File: src/rtl/rect_blit.sv
module rect_blit #(
  parameter int XW = 12,
  parameter int AW = 20
) (
  input  logic          clk,
  input  logic          rst_n,
  input  logic          start,
  input  logic          op_copy,
  input  logic [XW-1:0] src_x,
  input  logic [XW-1:0] src_y,
  input  logic [XW-1:0] dst_x,
  input  logic [XW-1:0] dst_y,
  input  logic [XW-1:0] rect_w,
  input  logic [XW-1:0] rect_h,
  input  logic [31:0]   colour,
  input  logic [XW-1:0] scr_w,
  input  logic [2:0]    bpp,
  output logic          busy,
  output logic [AW-1:0] mem_addr,
  output logic          mem_rd,
  output logic          mem_wr,
  output logic [7:0]    mem_wdata,
  input  logic [7:0]    mem_rdata,
  output logic          dirty_valid,
  input  logic          dirty_ready,
  output logic [XW-1:0] dirty_x,
  output logic [XW-1:0] dirty_y,
  output logic [XW-1:0] dirty_w,
  output logic [XW-1:0] dirty_h
);

  typedef enum logic [1:0] {S_IDLE, S_RD, S_WR, S_DONE} state_t;

  state_t        st;
  logic          cp_q;
  logic [XW-1:0] sx_q, sy_q, dx_q, dy_q, w_q, h_q, pw_q, row_q;
  logic [31:0]   col_q;
  logic [2:0]    bpp_q;
  logic [AW-1:0] byte_q;
  logic [1:0]    ph_q;

  logic [AW-1:0] bpp_a, pitch, row_len, row_i, col_i, src_a, dst_a;
  logic          bottom_up, right_left, last_byte, last_row;

  assign bpp_a      = AW'(bpp_q);
  assign pitch      = bpp_a * AW'(pw_q);
  assign row_len    = bpp_a * AW'(w_q);
  assign bottom_up  = cp_q && (dy_q > sy_q);
  assign right_left = cp_q && (dx_q > sx_q);
  assign row_i      = bottom_up ? AW'(h_q) - AW'(1) - AW'(row_q) : AW'(row_q);
  assign col_i      = right_left ? row_len - AW'(1) - byte_q : byte_q;
  assign src_a      = bpp_a * AW'(sx_q) + pitch * (AW'(sy_q) + row_i) + col_i;
  assign dst_a      = bpp_a * AW'(dx_q) + pitch * (AW'(dy_q) + row_i) + col_i;
  assign last_byte  = byte_q == row_len - AW'(1);
  assign last_row   = row_q == h_q - XW'(1);

  assign busy        = st != S_IDLE;
  assign mem_rd      = st == S_RD;
  assign mem_wr      = st == S_WR;
  assign mem_addr    = (st == S_RD) ? src_a : dst_a;
  assign mem_wdata   = cp_q ? mem_rdata : col_q[8*ph_q +: 8];
  assign dirty_valid = st == S_DONE;
  assign dirty_x     = dx_q;
  assign dirty_y     = dy_q;
  assign dirty_w     = w_q;
  assign dirty_h     = h_q;

  always_ff @(posedge clk) begin
    if (!rst_n) begin
      st     <= S_IDLE;
      cp_q   <= 1'b0;
      sx_q   <= '0;
      sy_q   <= '0;
      dx_q   <= '0;
      dy_q   <= '0;
      w_q    <= '0;
      h_q    <= '0;
      pw_q   <= '0;
      col_q  <= '0;
      bpp_q  <= 3'd1;
      row_q  <= '0;
      byte_q <= '0;
      ph_q   <= '0;
    end else begin
      case (st)
        S_IDLE: if (start) begin
          cp_q   <= op_copy;
          sx_q   <= src_x;
          sy_q   <= src_y;
          dx_q   <= dst_x;
          dy_q   <= dst_y;
          w_q    <= rect_w;
          h_q    <= rect_h;
          pw_q   <= scr_w;
          col_q  <= colour;
          bpp_q  <= bpp;
          row_q  <= '0;
          byte_q <= '0;
          ph_q   <= '0;
          if (rect_w == '0 || rect_h == '0) st <= S_DONE;
          else st <= op_copy ? S_RD : S_WR;
        end
        S_RD: st <= S_WR;
        S_WR: begin
          st <= cp_q ? S_RD : S_WR;
          if (last_byte) begin
            byte_q <= '0;
            ph_q   <= '0;
            if (last_row) st <= S_DONE;
            else row_q <= row_q + XW'(1);
          end else begin
            byte_q <= byte_q + AW'(1);
            ph_q   <= ({1'b0, ph_q} == bpp_q - 3'd1) ? 2'd0 : ph_q + 2'd1;
          end
        end
        S_DONE: if (dirty_ready) st <= S_IDLE;
        default: st <= S_IDLE;
      endcase
    end
  end

endmodule

File: config.mk
export PLATFORM = sky130hd
export DESIGN_NAME = rect_blit
export DESIGN_NICKNAME = d
export VERILOG_FILES = /design/src/rtl/rect_blit.sv
export SDC_FILE = /design/constraint.sdc
export NUM_CORES = 2
export LEC_CHECK = 0
export ABC_AREA = 0
export BUFFER_PORTS_ARGS = -buffer_cell sky130_fd_sc_hd__buf_2
export CORE_MARGIN = 3
export CORE_UTILIZATION = 25
export DETAILED_ROUTE_END_ITERATION = 8
export PLACE_DENSITY = 0.38
export SLEW_MARGIN = 40
export SYNTH_ARGS = -nofsm -noshare
export SYNTH_HDL_FRONTEND = slang
export SYNTH_SLANG_ARGS = --single-unit
File: constraint.sdc
create_clock -name clk -period 12.3 [get_ports clk]
set_input_delay 0.615 -clock clk [delete_from_list [all_inputs] [get_ports clk]]
set_output_delay 0.615 -clock clk [all_outputs]
set_load 0.005 [all_outputs]
* After elaboration in Yosys (flattened, before gate mapping) *
Index checks and enable logic that the tools add are counted.

operators by class
  reductions and logical operators = 12
  equal/unequal tests = 10
  multipliers = 6
  shifts and indexed selects = 1
  add/subtract/negate cells = 15
  order comparisons = 2
  muxes and demuxes = 23

operators with widths
  operator               count
  $mux 20                5
  $mul 3x12->15          4
  $add 12x20->20         2
  $add 15x20->20         2
  $add 20x20->20         2
  $mul 15x20->20         2
  $pmux 20 s2            1
  $mux 12                3
  $shiftx 32x6->8        1
  $gt 12x12->1           2
  $logic_not 12->1       2
  $pmux 12 s2            1
  $add 20x1->20 const B  1
  $eq 20x20->1           1
  $mux 2                 10
  $sub 20x20->20         1
  $sub 15x1->16 const B  1
  $sub 13x13->14         1
  $sub 12x1->13 const B  1
  $add 12x1->12 const B  1
  $eq 12x12->1           1
  $sub 12x1->12 const B  1
  $mux 8                 1
  $pmux 2 s4             1
  other kinds (14)       21

word-level totals
  flip-flop bits (word level) = 156
  output and inout bits = 80
  input port bits = 132

* Depth between registers and ports, before layout *
  depth after elaboration = 8
  gate-level depth with buffers = 47
  gate-level depth less buffers = 46

* Worst setup path after synthesis *
Ideal clock, no wire load.

  kind = reg-to-output
  start = register h_q[0], in the netlist dirty_h[0]
  end = output port mem_addr[19]
  path buffers = 1
  cell stages (with the launch flop) = 43
  data arrival time = 9.331 ns
  path slack = 2.354 ns
  cells stage by stage = dfxtp_1 -> inv_1 -> ha_1 -> inv_1 -> ha_1 -> nor2b_1 -> o31ai_1 -> a21oi_1 -> o41ai_1 -> nand2b_1 -> xor2_1 -> nand2_1 -> o21ai_0 -> ha_1 -> clkbuf_1 -> and3_1 -> nor4b_1 -> a211oi_1 -> [... 7 more ...] -> inv_1 -> fa_1 -> inv_1 -> fa_1 -> fa_1 -> fa_1 -> xnor2_1 -> xnor2_1 -> xnor2_1 -> xnor2_1 -> xnor2_1 -> xnor2_1 -> xnor2_1 -> xnor2_1 -> xnor3_1 -> xnor2_1 -> mux2i_1 -> xnor2_1

on the way
  cells in the longest elaborated chain, start to end = 8
  elaborated cells between the ends (all ways) = 12
  those cells by class = add/sub (8); mul (2); mux (2)

ends and longest elaborated chain
  element                                   line    RTL
  start, declared                           36      logic [XW-1:0] sx_q, sy_q, dx_q, dy_q, w_q, h_q, pw_q, row_q;
  start signal, assigned                    93      h_q <= rect_h;
  $sub 12x1->13 *                           50      assign row_i = bottom_up ? AW'(h_q) - AW'(1) - AW'(row_q) : AW'(row_q);
  $sub 13x13->14 *                          50
  $mux 20 *                                 50
  $add 12x20->20, on equally long branches  53, 52
  $mul 15x20->20, on equally long branches  53, 52
  $add 15x20->20, on equally long branches  53, 52
  $add 20x20->20, on equally long branches  53, 52
  $mux 20 *                                 60      assign mem_addr = (st == S_RD) ? src_a : dst_a;
  end, declared                             19      output logic [AW-1:0] mem_addr,

Mark *: on every way between the ends. The rest lies on a longest branch, timed or not.

* Worst setup path after layout *
Ends and elaborated chain as after synthesis.

==> reports/metrics.yaml <==
status: "complete, no violations"
layout-drive-gt1-share_pct: 11.4
timing.rr.start: "bpp_q[2]"
clock_sinks: 156
grtUsageTotal_pct: 17.6
p_leak_nw: 14.3
finalCriticalPeriod_ps: 11610
worstSetupEndpointType: "output port"
max_freq_mhz: 86.1
cts-buffers-inserted: 17
relSlewSlack_pct: 43.2
dieArea_sq_um: 112000
dp_hpwl_um: 81300
cp.arrival_ps: 11000
ir_worst_vdd_uv: 105
first_iter_violations: 1105
synth_compound_area_share_pct: 10.6
synthesis.nets: 4165
place_area_sq_um: 30000
setup_tns_ps: 0
gp_congestion: 0.820
wl_per_cell_um: 19.6
wl_um: 97300
cp_max_fo: 5
die_h_um: 334
slowest_delay_ps: 590
rows: 119
start_util_pct: 25.4
core_sq_um: 106000
total_power_w: 0.00281
syn_inst: 3385
vias: 22400
io-pin-count: 212
cts_tree: "done"
min-delay-start: "colour[10]"
worst_ep_required_time_ps: 11690
synth-simple-area-share_pct: 18.3
r2r_cells: 24
finalHoldViolCount: 0
cts_root_buf: "clkbuf_16"
via_per_inst: 4.49
drc_errors: 0
syn_area_sq_um: 27000
worstMarginPinSlew_ps: 846
clkLatencyLatePin_ps: 480
skew_ps: 20.7
htreeDepth: 4
clk_path_buf_depth: 2
synthToLayoutAreaGrowth_pct: 14.0
synth_flop_cell: "dfxtp_1"
grt_max_degree: 69
grt.overflow.total: 0
grt_pass1_wl_um: 149000
setup_viol: 0
synth_xor_area_share_pct: 5.79
final.period_utilization_pct: 94.4
clkTransAtPathRegs_ps: 80
ys_ff_latch: 156
antenna_found_initial: 11
hold_path.class: "primary input to flip-flop"
max-cap-violations: 0
yosys_warnings: 0
worst_path_most_repeated_cell: "fa_1"
synth_edf_count: 0
path_class: "flip-flop to output port"
synth-seq-area-share_pct: 11.6
powerDensity_nw_per_um2: 91.3
reg2reg_to: "row_q[3]"
die_x_um: 334
fin_area_sq_um: 30700
synthAdderAreaFrac_pct: 41.1
avgSynthCellArea_sq_um: 7.96
portBuffers: 211
ys_types: 70
worstHoldPathCells: 3
final_util_pct: 29.0
grt_pass1_vias: 23600
ant_nets: 0
cp-start-kind: "flip-flop"
hold_ws_ps: 361
hold_path_end: "col_q[10]"
ff2ff_setup_slack_ps: 5990
first_pass_iters: 5
ys_async_sr_fraction_pct: 0
cp_slowest_cell: "xor2_1"
slew_viol_final: 0
final_nets: 4352
synth_mux_area_share_pct: 1.63
synth_top_family_by_area: "adder cells"
critical path: cells and delay by family, from the launching register on:
kind	cells	cell delay, ps
buf+inv	8	810
compound gates	11	2630
simple gates	7	980
flops	1	410
fa+ha+maj	10	4350
xor+xnor	4	1200
mux	1	150
worst max path at each step:
stage                     startpoint      endpoint  slack (ps)  cells after the start
after floorplan           dirty_h[0]  mem_addr[19]        2350                     42
after global placement    dirty_h[0]  mem_addr[19]         800                     44
after detailed placement  dirty_h[0]  mem_addr[19]         680                     44
after CTS                 dirty_h[0]  mem_addr[19]          90                     44
after global routing      dirty_h[0]  mem_addr[19]         -10                     44
final                     dirty_h[0]  mem_addr[19]         690                     41
where the power goes:
| group | internal, W | switching, W |
|---|---|---|
| combinational | 0.000638 | 0.00103 |
| sequential | 0.000537 | 0.0000455 |
| clock | 0.000277 | 0.000281 |
| total | 0.00145 | 0.00136 |
registers in the layout (all words and copies together) (netlist names), 2 cells and up:
signal and flops:
col_q 32, byte_q 20, dirty_h 12, dirty_w 12, dirty_x 12, dirty_y 12
pw_q 12, row_q 12, sx_q 12, sy_q 12, bpp_q 3, ph_q 2
st 2
cell families (layout without fill, tap and decap cells):
family / after synthesis / in the layout
AOI/OAI and AO/OA: 478 / 478
xor gates and xnor gates: 169 / 169
adders and majority gates: 648 / 648
buffers and inverters: 789 / 989
DFF: 156 / 156
muxes: 33 / 33
other: 0 / 2
and+or+nand+nor: 1112 / 1112
Yosys cell counts, types with 42 or more instances:
cell type | n | area [sq um]
nand3_1 | 42 | 210
xnor2_1 | 116 | 1020
xor2_1 | 47 | 412
nor2_1 | 174 | 653
clkbuf_1 | 114 | 428
and2_1 | 121 | 757
fa_1 | 396 | 7930
ha_1 | 252 | 3150
dfxtp_1 | 156 | 3120
inv_1 | 665 | 2500
a21oi_1 | 227 | 1140
o21ai_0 | 76 | 380
nand2_1 | 614 | 2300
layout by cell type (no fill, tap or decap), types with 36 or more instances in the layout:
cell	Yosys	routed
inv_1	665	664
nand2_1	614	612
fa_1	396	395
ha_1	252	248
a21oi_1	227	221
buf_2	1	211
nor2_1	174	173
dfxtp_1	156	152
and2_1	121	120
xnor2_1	116	110
buf_4	0	80
o21ai_0	76	72
xor2_1	47	43
nand3_1	42	42
a21o_1	40	40
nor3_1	37	36
final cells by class:
type / count / area (sq um)
Timing Repair Buffer: 291 / 1660
Inverter: 666 / 2500
Clock inverter: 15 / 188
Tap cell: 1391 / 1740
Antenna cell: 2 / 5.00
Multi-Input combinational cell: 2440 / 21100
Clock buffer: 17 / 425
Sequential cell: 156 / 3130
Fill cell: 11700 / 75400
metrics by stage:
stage	std cells	worst slack [ps]
after floorplan	3385	2350
after global placement	4943	802
after detailed placement	4943	680
after CTS	4975	87.9
after global routing	4978	-13.2
final	4978	687
routing by layer:
metal / track usage [%] / share of wire [%]
met2: 28.9 / 46
met5: 0 / 0.013
met3: 2.79 / 4.1
met4: 4.68 / 2.6
met1: 24.2 / 48
repair_timing:
| action | CTS | global route |
|---|---|---|
| hold buffers | 0 | 0 |
| gates resized for setup | 0 | 17 |
| setup endpoints to repair | 0 | 3 |
| setup buffers | 0 | 1 |
(Power assumes the default switching activity.)
